==> src/rtl/dbi_pkg.sv <==
package dbi_pkg;
  // Load strobes issued by the control block to the datapath registers.
  typedef struct packed {
    logic loadEnc;
    logic loadDec;
  } dbiStrobes_t;
endpackage

==> src/rtl/dbi_group_enc.sv <==
// Per-group inversion decision for an active-low bus: a logical 1 costs a low line.
module dbi_group_enc #(
  parameter int GROUP_W = 16
) (
  input  logic [GROUP_W-1:0] logicalIn,
  output logic [GROUP_W-1:0] levelOut,
  output logic               invertN
);
  localparam int CNT_W = $clog2(GROUP_W + 1);
  localparam int HALF  = GROUP_W / 2;

  logic [CNT_W-1:0] onesCnt;
  logic             doInvert;

  always_comb begin
    onesCnt = '0;
    for (int i = 0; i < GROUP_W; i++) onesCnt = onesCnt + CNT_W'(logicalIn[i]);
  end

  // Strictly more than half low: invert so the driven lows become the zeros.
  assign doInvert = onesCnt > CNT_W'(HALF);
  assign levelOut = doInvert ? logicalIn : ~logicalIn;
  assign invertN  = ~doInvert;
endmodule

==> src/rtl/dbi_ctrl.sv <==
// Control: turns the two data-ready qualifiers into load strobes and valid flags.
module dbi_ctrl
  import dbi_pkg::*;
(
  input  logic        clk,
  input  logic        rstN,
  input  logic        encValid,
  input  logic        decValid,
  output dbiStrobes_t strobes,
  output logic        encValidQ,
  output logic        decValidQ
);
  assign strobes.loadEnc = encValid;
  assign strobes.loadDec = decValid;

  always_ff @(posedge clk or negedge rstN) begin
    if (!rstN) begin
      encValidQ <= 1'b0;
      decValidQ <= 1'b0;
    end else begin
      encValidQ <= encValid;
      decValidQ <= decValid;
    end
  end

  // each output valid trails its qualifier by one clock
  a_r6_enc_latency: assert property (@(posedge clk) disable iff (!rstN)
    $past(rstN) |-> encValidQ == $past(encValid));
  a_r6_dec_latency: assert property (@(posedge clk) disable iff (!rstN)
    $past(rstN) |-> decValidQ == $past(decValid));
endmodule

==> src/rtl/dbi_datapath.sv <==
// Datapath: per-group encoders, decoders and the output registers.
module dbi_datapath
  import dbi_pkg::*;
#(
  parameter int SLOTS   = 4,
  parameter int GROUPS  = 4,
  parameter int GROUP_W = 16
) (
  input  logic                               clk,
  input  logic                               rstN,
  input  dbiStrobes_t                        strobes,
  input  logic [SLOTS*GROUPS*GROUP_W-1:0]    encData,
  input  logic [SLOTS*GROUPS*GROUP_W-1:0]    decLevel,
  input  logic [SLOTS*GROUPS-1:0]            decFlagN,
  output logic [SLOTS*GROUPS*GROUP_W-1:0]    busLevelQ,
  output logic [SLOTS*GROUPS-1:0]            busFlagNQ,
  output logic [SLOTS*GROUPS*GROUP_W-1:0]    decDataQ
);
  localparam int FLAG_W = SLOTS * GROUPS;
  localparam int BUS_W  = FLAG_W * GROUP_W;
  localparam int CNT_W  = $clog2(GROUP_W + 1);
  localparam int HALF   = GROUP_W / 2;

  logic [BUS_W-1:0]  encLevelD;
  logic [FLAG_W-1:0] encFlagD;
  logic [BUS_W-1:0]  decDataD;

  // Flat group index g = slot*GROUPS + group; bits [g*GROUP_W +: GROUP_W].
  for (genvar g = 0; g < FLAG_W; g++) begin : gGroup
    dbi_group_enc #(.GROUP_W(GROUP_W)) u_enc (
      .logicalIn (encData[g*GROUP_W +: GROUP_W]),
      .levelOut  (encLevelD[g*GROUP_W +: GROUP_W]),
      .invertN   (encFlagD[g])
    );

    // A flag at 0 means the levels already carry the data active-high.
    assign decDataD[g*GROUP_W +: GROUP_W] = decFlagN[g]
      ? ~decLevel[g*GROUP_W +: GROUP_W]
      :  decLevel[g*GROUP_W +: GROUP_W];

    logic [CNT_W-1:0] lowCnt;
    always_comb begin
      lowCnt = '0;
      for (int i = 0; i < GROUP_W; i++)
        lowCnt = lowCnt + CNT_W'(~busLevelQ[g*GROUP_W + i]);
    end

    // never more than half of a group's lines low
    a_r4_low_limit: assert property (@(posedge clk) disable iff (!rstN)
      lowCnt <= CNT_W'(HALF));
    // an inverted group came from a majority of ones, so fewer than half are low
    a_r2_inverted_low: assert property (@(posedge clk) disable iff (!rstN)
      !busFlagNQ[g] |-> lowCnt < CNT_W'(HALF));
  end

  always_ff @(posedge clk or negedge rstN) begin
    if (!rstN) begin
      busLevelQ <= '1;
      busFlagNQ <= '1;
    end else if (strobes.loadEnc) begin
      busLevelQ <= encLevelD;
      busFlagNQ <= encFlagD;
    end
  end

  always_ff @(posedge clk or negedge rstN) begin
    if (!rstN) decDataQ <= '0;
    else if (strobes.loadDec) decDataQ <= decDataD;
  end

  // outputs frozen on clocks without a load strobe
  a_r7_enc_hold: assert property (@(posedge clk) disable iff (!rstN)
    $past(rstN) && !$past(strobes.loadEnc) |-> $stable(busLevelQ) && $stable(busFlagNQ));
  a_r7_dec_hold: assert property (@(posedge clk) disable iff (!rstN)
    $past(rstN) && !$past(strobes.loadDec) |-> $stable(decDataQ));
endmodule

==> src/rtl/dbi_codec.sv <==
// Thin top: quad-pumped grouped data bus inversion encoder and decoder.
module dbi_codec
  import dbi_pkg::*;
#(
  parameter int SLOTS   = 4,
  parameter int GROUPS  = 4,
  parameter int GROUP_W = 16,
  localparam int FLAG_W = SLOTS * GROUPS,
  localparam int BUS_W  = FLAG_W * GROUP_W
) (
  input  logic              clk,
  input  logic              rstN,
  input  logic              encValid,
  input  logic [BUS_W-1:0]  encData,
  output logic              busValid,
  output logic [BUS_W-1:0]  busLevel,
  output logic [FLAG_W-1:0] busFlagN,
  input  logic              decValid,
  input  logic [BUS_W-1:0]  decLevel,
  input  logic [FLAG_W-1:0] decFlagN,
  output logic              decDataValid,
  output logic [BUS_W-1:0]  decData
);
  dbiStrobes_t strobes;

  dbi_ctrl u_ctrl (
    .clk       (clk),
    .rstN      (rstN),
    .encValid  (encValid),
    .decValid  (decValid),
    .strobes   (strobes),
    .encValidQ (busValid),
    .decValidQ (decDataValid)
  );

  dbi_datapath #(
    .SLOTS   (SLOTS),
    .GROUPS  (GROUPS),
    .GROUP_W (GROUP_W)
  ) u_dp (
    .clk       (clk),
    .rstN      (rstN),
    .strobes   (strobes),
    .encData   (encData),
    .decLevel  (decLevel),
    .decFlagN  (decFlagN),
    .busLevelQ (busLevel),
    .busFlagNQ (busFlagN),
    .decDataQ  (decData)
  );
endmodule

==> config.mk <==
export PLATFORM = sky130hd
export DESIGN_NAME = dbi_codec
export DESIGN_NICKNAME = d
export VERILOG_FILES = /design/src/rtl/dbi_pkg.sv /design/src/rtl/dbi_group_enc.sv /design/src/rtl/dbi_ctrl.sv /design/src/rtl/dbi_datapath.sv /design/src/rtl/dbi_codec.sv
export SDC_FILE = /design/constraint.sdc
export NUM_CORES = 1
export LEC_CHECK = 0
export ABC_AREA = 1
export BUFFER_PORTS_ARGS = -buffer_cell sky130_fd_sc_hd__buf_2
export CORE_AREA = 2 2 412 414
export DETAILED_ROUTE_END_ITERATION = 10
export DIE_AREA = 0 0 414 416
export PLACE_DENSITY_LB_ADDON = 0.12
export SLEW_MARGIN = 10
export SYNTH_ARGS = -nofsm -noshare
export SYNTH_HDL_FRONTEND = slang
export SYNTH_SLANG_ARGS = --single-unit
==> constraint.sdc <==
create_clock -name clk -period 0.85 [get_ports clk]
set_clock_uncertainty 0.1 [all_clocks]
set_input_delay 0 -clock clk [delete_from_list [all_inputs] [get_ports clk]]
set_output_delay 0 -clock clk [all_outputs]
set_load 0.005 [all_outputs]
* Word level (Yosys, flattened, before mapping) *
Index checks and enable logic that the tools add are counted.

storage, ports and cells
  output and inout bits = 530
  input bits = 532
  flip-flop bits (word level) = 530
  logic and storage cells = 341

cells by class
  order comparisons = 16
  bitwise operators = 48
  add/subtract/negate cells = 240
  mux-type cells = 32

operators by type and width
  operator            count
  $add 5x1->5         176
  $mux 16             32
  $not 16->16         32
  $add 4x1->5         16
  $gt 5x4->1 const B  16
  $add 3x1->4         16
  $add 2x1->3         16
  $add 1x1->2         16
  $not 1->1           16

* Logic depth before layout (Yosys ltp) *
Gate-level depths: netlist of run 1.

  depth after elaboration = 17
  gate-level depth with buffers = 19
  gate-level depth less buffers = 18

* Modules after synthesis *
Synthesis of run 1 repeated with hierarchy kept, for this count alone.

unflattened totals
  cell total of the unflattened synthesis = 4,866
  area, all modules = 36,078.4 um2

by module, submodules not included
  module                                     cells each  area each (um2)  times used  sequential area each (um2)
  dbi_datapath                               3,062       24,018.0         1           13,553.0
  dbi_group_enc (u_dp.gGroup[0].u_enc ...)   111         748.2            8           0.0
  dbi_group_enc (u_dp.gGroup[15].u_enc ...)  114         762.0            6           0.0
  dbi_group_enc (u_dp.gGroup[12].u_enc)      114         739.5            1           0.0
  dbi_group_enc (u_dp.gGroup[14].u_enc)      114         698.2            1           0.0
  dbi_ctrl                                   4           65.1             1           50.0

* Worst setup path before layout of run 1 *
OpenSTA, ideal clock, no wires.

  path kind = input port to flip-flop
  start point = input encData[176]
  end point = register u_dp.busLevelQ[184]
  arrival time = 3,351 ps
  library setup time = 77 ps
  path slack = -2,677 ps
  stages on the path = 16
  path buffers = 1
  required time = 673 ps
  cell sequence = inv_1 -> fa_1 -> fa_1 -> fa_1 -> fa_1 -> inv_1 -> ha_1 -> inv_1 -> fa_1 -> o21ai_0 -> nand2_1 -> nand2_2 -> buf_6 -> nand2_1 -> nand3_1 -> nand2_1

on the way
  word-level cells in the longest chain between the ends = 17

RTL lines
  what                       RTL line             RTL
  from (decl)                dbi_codec.sv:14      input logic [BUS_W-1:0] encData,
  $add 1x1->2                dbi_group_enc.sv:17  for (int i = 0; i < GROUP_W; i++) onesCnt = onesCnt + CNT_W'(logicalIn[i]);
  $add 2x1->3                dbi_group_enc.sv:17
  $add 3x1->4                dbi_group_enc.sv:17
  $add 4x1->5                dbi_group_enc.sv:17
  $add 5x1->5 (11 in a row)  dbi_group_enc.sv:17
  $gt 5x4->1                 dbi_group_enc.sv:21  assign doInvert = onesCnt > CNT_W'(HALF);
  $mux 16                    dbi_group_enc.sv:22  assign levelOut = doInvert ? logicalIn : ~logicalIn;
  to (signal assigned)       dbi_datapath.sv:61   busLevelQ <= encLevelD;
  to (decl)                  dbi_datapath.sv:15   output logic [SLOTS*GROUPS*GROUP_W-1:0] busLevelQ,

No other way between the ends.
A chain may end at the register's enable or synchronous reset.

* Worst setup path in the final report of run 1 *
  start point = input encData[251]
  end point = register u_dp.busLevelQ[252]

on the way
  word-level cells in the longest chain between the ends = 7

RTL lines
  what                      RTL line
  $add 5x1->5 (5 in a row)  dbi_group_enc.sv:17
  $gt 5x4->1                dbi_group_enc.sv:21
  $mux 16                   dbi_group_enc.sv:22

No other way between the ends.

==> impl_metrics.ini, run 1 <==
[finish]
final_cell_mix = buf_2, nand2_1, dlygate4sd3_1, buf_4, inv_1
fin_cells = 8081
fill_cells = 17600
seqCellArea_um2 = 13600
final_nets = 6553
final_common_cell = buf_2
multi_input_area_um2 = 18900
area_delta_synth_final_pct = 77.3
fin_area_um2 = 57100
drive_gt1_share_pct = 47.8

[power_and_ir_drop]
p_leak_uw = 0.0281
pwr-share-comb_pct = 56.9
vdd_ir_drop_max_uv = 2320
p_int_uw = 107000
power.density_nw_per_um2 = 3260
clkPwrFrac_pct = 19.5
p_total_uw = 186000
netSwitchingPower_uw = 79000
pwr-share-seq_pct = 23.6
swShare_pct = 42.4

[grt]
grt_pass1_wl_um = 243000
track_usage_pct = 19.2
first_global_vias = 34500
grt_overflow = 0
grt_max_degree = 83
antenna_found_initial = 50

[worst_setup_path]
max_stage_delay_ns = 0.61
critical_path_arrival_ns = 3.74
critPathCaptureType = flop
cp_common_cell = fa_1
cp_top_family = adder cells
critPathLaunchType = input port
path_cells = buf_12 > inv_12 > fa_1 > fa_1 > fa_2 > fa_1 > inv_1 > ha_2 > inv_2 > fa_2 > nand4_4 > nand3_4 > nand2_8 > buf_12 > nand2_4 > nand3_2 > nand2_1
crit_type = input port to flop
critPathSlowestCell = fa_2
path_max_fanout = 5
critPathBufInv = 5
crit_required_ns = 1.37

[route]
ant_nets = 0
dr.pass1.iters = 5
drc = 0
viasPerCell = 4.07
drtIter0Drc = 1509
wl_per_cell_um = 21.0
drt-total-wl_um = 170000
vias = 32900

[yosys]
syn_area_um2 = 32200
postSynthCellCount = 3765
ys_seq_area_share_pct = 42.2
synth_largest_area_cell = dfstp_2
yosys_register_bits = 530
ys.warnings.count = 0
yosysTopAreaCellShare_pct = 22.2
synth_nets = 4537
avgSynthCellArea_um2 = 8.56
synth_area_leaders = dfstp_2, dfrtp_1, nand2_1
synthDistinctLibCells = 25

[timing]
drv_slew = 0
rsz0062_at_grt = true
max_freq_mhz = 310
finalSetupTns_ns = -947.83
tightestPinTransition_ns = 0.791
post-route-period-util_pct = 379
period_needed_ns = 3.22
setup_violations = 1062
setup_ws_ns = -2.37
relSlewSlack_pct = 47.1
hold_violations = 133
whs_ns = -0.546

[clocking]
cts_sinks = 530
clk_path_buf_depth = 3
cts_made_buffers = 79
clkLatencyLatePin_ns = 0.68
root_buffer = clkbuf_16
path_clk_slew_ns = 0.06
cts_tree = yes
htree_levels = 3

[place]
placed_area_um2 = 44100
hpwl_um = 133000
dp.cells = 7290
gp_congestion = 0.911
port_buffers = 1061

[floorplan]
fp.dieH_um = 416
ios = 1062
initial_core_util_pct = 19.2
core_um2 = 168000
die_w_um = 414
die_area_um2 = 172000
fp-row-count = 151

[run]
cap_violations = 0

[outcome]
violations = hold timing, setup timing
outcome = finished with violations

[worst_hold_path]
hp-class = input port to flop
==> path summary, 6_finish.rpt <==
kind / start / endpoint / slack, ns / cells past startpoint
min in group asynchronous: rstN / u_dp.decDataQ[14]$_DFFE_PN0P_ / -0.06 / 3
worst min-delay path: encData[199] / u_dp.busLevelQ[199]$_DFFE_PN1P_ / -0.55 / 4
max in group asynchronous: rstN / u_dp.decDataQ[131]$_DFFE_PN0P_ / -0.09 / 4
worst max register to register: u_dp.busLevelQ[177]$_DFFE_PN1P_ / u_dp.busLevelQ[177]$_DFFE_PN1P_ / -0.07 / 2
worst min register to register: u_dp.busLevelQ[76]$_DFFE_PN1P_ / u_dp.busLevelQ[76]$_DFFE_PN1P_ / 0.36 / 2
worst max-delay path: encData[251] / u_dp.busLevelQ[252]$_DFFE_PN1P_ / -2.37 / 17
==> Yosys cell counts <==
library cell  instances
nand4_1              13
inv_2                10
xnor2_1             256
nand3_2              41
nor2_1               13
o21ai_1               9
buf_4                44
nand3_1             506
o21ai_0             279
buf_2                81
dfrtp_1             258
dfstp_2             272
inv_1               488
nand2_4               3
nand2_2              43
nand3_4               3
nand2_1            1129
nand4_2               3
fa_1                160
ha_1                 80
buf_6                14
clkbuf_1             47
buf_12                3
buf_1                 7
a21oi_1               3
==> cells by family (layout without fill, tap and decap cells) <==
| group | Yosys count | count (layout) | synth area share [%] |
|---|---|---|---|
| buffers and inverters | 694 | 2749 | 9.39 |
| adder cells (fa/ha/maj) | 240 | 240 | 13.0 |
| AND/OR/NAND/NOR | 1754 | 1780 | 23.9 |
| XOR/XNOR | 256 | 256 | 6.96 |
| AO/OA/AOI/OAI | 291 | 291 | 4.52 |
| other | 0 | 17 | 0 |
| flip-flops | 530 | 530 | 42.2 |
==> worst min-delay path: stages <==
cell	delay [ns]
buf_8	0.09
nand3_4	0.05
nand3_2	0.05
nand2_1	0.04
==> state kept, by name, summed over array words and instances, names as in the netlist <==
signal	flops
u_ctrl.decValidQ	1
u_dp.decDataQ	256
u_dp.busLevelQ	256
u_ctrl.encValidQ	1
u_dp.busFlagNQ	16
==> what timing repair did <==
item,4_1_cts,5_1_grt
pin swaps,224,289
setup endpoints to repair,802,1062
hold endpoints to repair,1060,181
gates cloned,29,11
resized for setup,488,487
hold buffers,485,30
buffers inserted,74,19
==> through the flow <==
stage               util [%]  worst slack, ns  hold WS (ns)
global placement        26.2            -3.11        0.0335
global route            34.0            -2.45        -0.588
finish                  34.0            -2.37        -0.546
CTS                     32.6            -2.28        -0.626
detailed placement      26.2            -3.13        0.0355
floorplan                  -            -2.62        -0.396
==> metal layers <==
layer  track usage, %  part of all wire (%)  vias up
li1                 -                     -    15900
met1             23.2                    41    16000
met2             33.8                    51      781
met3             3.75                   5.0      259
met4             6.66                   3.3        4
met5                0                 0.012        -
==> power groups by stage <==
stage,registers (µW),logic (µW),clock network [µW]
after floorplan,43200,43200,0
after global placement,44400,75900,0
after detailed placement,44400,76000,0
after CTS,44200,96600,37800
after global routing,45000,116000,38700
final,44100,106000,36300
==> final cells by class <==
class,instances,area share (%)
multi-input combinational,2567,33.1
timing repair buffer,2105,29.5
sequential,530,23.8
tap,2218,4.86
clock buffer,114,4.04
inverter,498,3.72
clock inverter,32,0.880
antenna,17,0.0744
(Power assumes the default switching activity.)
==> inputs of run 2 (changes only) <==
- ABC_AREA: 1 -> not set
- CORE_AREA: 2 2 412 414 -> 2 2 418 420
- DIE_AREA: 0 0 414 416 -> 0 0 420 422
==> run 2 against run 1 <==
  * The flow still finishes with violations (hold timing, setup timing)
  * Maximum frequency down 15%
  * Power down 4.7%
  * Register-to-register slack worse by 0.08 ns
  * Synthesized cell count down 22%
  * Clock-buffer cell count up 4
  * Critical path depth unchanged
  * Sequential share of layout area up 0.84 points
  * Non-clock buffer count up 96
  * Combinational power down 4%
  * Critical endpoint is now u_dp.busLevelQ[214]$_DFFE_PN1P_
  * Largest power group unchanged
==> impl_metrics.ini, run 2 <==
[yosys]
synth_nets = 3693
avgSynthCellArea_um2 = 10.8
ys.warnings.count = 0
synth_largest_area_cell = dfstp_2
synthTopCellsByCount = xnor2_1, inv_1, nor2_1, a21oi_1, dfstp_2
synthDistinctLibCells = 45
synth_most_common_cell = xnor2_1
yosys_register_bits = 530
yosysTopAreaCellShare_pct = 22.8
syn_area_um2 = 31400
postSynthCellCount = 2921
async_reset_ff_share_pct = 100
synth-main-ff-cell = dfstp_2
synth_area_leaders = dfstp_2, dfrtp_1, xnor2_1
ys_seq_area_share_pct = 43.3
synth-edff-count = 0

[finish]
largest_registers = u_dp.busLevelQ (256), u_dp.decDataQ (256), u_dp.busFlagNQ (16)
final_common_cell = buf_2
final_nets = 5805
fin_cells = 7435
multi_input_area_um2 = 17400
area_delta_synth_final_pct = 75.7
fill_cells = 18200
final_util_pct = 31.9
seqCellArea_um2 = 13600
drive_gt1_share_pct = 49.1
final_cell_mix = buf_2, dlygate4sd3_1, buf_4, xnor2_1, nor2_1

[worst_hold_path]
hp-class = input port to flop

[worst_setup_path]
critPathCaptureType = flop
cp_common_cell = fa_1
max_stage_delay_ns = 0.58
cp_top_family = adder cells
rrSetupSlack_ns = -0.15
critical_path_arrival_ns = 4.30
critPathLaunchType = input port
crit_type = input port to flop
critPathBufInv = 6
path_max_fanout = 6
crit_required_ns = 1.38
path_cells = buf_12 > inv_4 > fa_1 > fa_1 > fa_1 > fa_1 > inv_1 > ha_2 > inv_2 > fa_1 > or3b_4 > o32ai_4 > a221oi_4 > buf_6 > buf_12 > xnor2_4 > mux2_4
critPathSlowestCell = fa_1

[clocking]
path_clk_slew_ns = 0.06
root_buffer = clkbuf_16
clk_path_buf_depth = 3
htree_levels = 3
cts_sinks = 530
cts_tree = yes
clkLatencyLatePin_ns = 0.70
cts_made_buffers = 76

[grt]
antenna_found_initial = 36
track_usage_pct = 15.8
grt_overflow = 0
grt_pass1_wl_um = 207000
grt_max_degree = 48
first_global_vias = 30500

[outcome]
outcome = finished with violations
violations = hold timing, setup timing

[timing]
post-route-period-util_pct = 444
max_freq_mhz = 265
drv_slew = 0
tightestPinTransition_ns = 0.893
setup_violations = 971
whs_ns = -0.546
rsz0062_at_grt = true
hold_violations = 98
relSlewSlack_pct = 40.3
period_needed_ns = 3.77
setup_ws_ns = -2.92

[floorplan]
initial_core_util_pct = 18.2
ios = 1062
die_area_um2 = 177000
core_um2 = 173000
fp.dieH_um = 422
fp-row-count = 153
die_w_um = 420

[power_and_ir_drop]
p_total_uw = 178000
vdd_ir_drop_max_uv = 1940
p_leak_uw = 0.0251
power.density_nw_per_um2 = 3220

[route]
dr.pass1.iters = 4
vias = 28300
drt-total-wl_um = 142000
viasPerCell = 3.80
ant_nets = 0
drtIter0Drc = 976
drc = 0
wl_per_cell_um = 19.1

[place]
gp_congestion = 0.856
port_buffers = 1061
hpwl_um = 111000
dp.cells = 6647

[run]
cap_violations = 0
[run 2: per-layer routing]
metal  part of all wire, %  vias to the layer above  track usage, %
met2                    51                      732            27.4
met5                 0.039                        -               0
li1                      -                    13600               -
met3                   6.2                      205            4.22
met4                   3.7                        8            6.91
met1                    39                    13700            18.1
[run 2: power by group]
part	internal [µW]	switching [µW]	total [µW]
logic	56400	45800	102000
registers	38600	4930	43500
clock network	18300	13700	32000
[run 2: logic make-up (layout without fill, tap and decap cells)]
family | Yosys count | after routing | synth area share, %
buffers and inverters | 578 | 2751 | 7.90
multiplexers | 204 | 204 | 7.30
other | 0 | 16 | 0
adder cells (fa/ha/maj) | 240 | 240 | 13.4
AO/OA/AOI/OAI | 427 | 427 | 8.41
AND/OR/NAND/NOR | 492 | 492 | 7.13
XOR/XNOR | 450 | 450 | 12.6
flip-flops | 530 | 530 | 43.3
[run 2: final cells by class]
cell class	instances	area share, %
multi-input cells	1813	31.5
repair buffers	2201	31.0
flip-flops and latches	530	24.7
well taps	2325	5.27
clock buffers	118	4.06
inverters	411	3.08
clock inverters	21	0.333
diodes	16	0.0726
[run 2: metrics by stage]
stage | TNS, ns | setup WS, ns | instance area [µm²]
detailed placement | -977.39 | -3.78 | 44500
CTS | -1085.11 | -2.80 | 54000
floorplan | -903.94 | -3.30 | 32400
global route | -1128.24 | -2.98 | 55200
global placement | -976.89 | -3.76 | 44500
finish | -1059.10 | -2.92 | 55200
[run 2: path summary, 6_finish.rpt]
check	start	cells after the start	to
setup / recovery	encData[223]	17	u_dp.busLevelQ[214]$_DFFE_PN1P_
hold / removal	encData[115]	3	u_dp.busLevelQ[115]$_DFFE_PN1P_
setup reg to reg	u_dp.busLevelQ[214]$_DFFE_PN1P_	1	u_dp.busLevelQ[214]$_DFFE_PN1P_
hold reg to reg	u_dp.busLevelQ[194]$_DFFE_PN1P_	2	u_dp.busLevelQ[194]$_DFFE_PN1P_
max in group asynchronous	rstN	4	u_dp.decDataQ[83]$_DFFE_PN0P_
min in group asynchronous	rstN	3	u_dp.decDataQ[184]$_DFFE_PN0P_
[run 2: tightest hold or removal path: cells and delay by family]
| family | cells | cell delay (ns) |
|---|---|---|
| AO/OA/AOI/OAI | 1 | 0.06 |
| buffers and inverters | 1 | 0.10 |
| AND/OR/NAND/NOR | 1 | 0.09 |
[run 2: repair_timing]
action                     in CTS  in global routing
buffers inserted               19                 12
setup endpoints to repair     802                974
hold buffers                  598                  4
resized for setup             189                212
gates cloned                   10                  3
pin swaps                      54                 85
hold endpoints to repair     1060                105
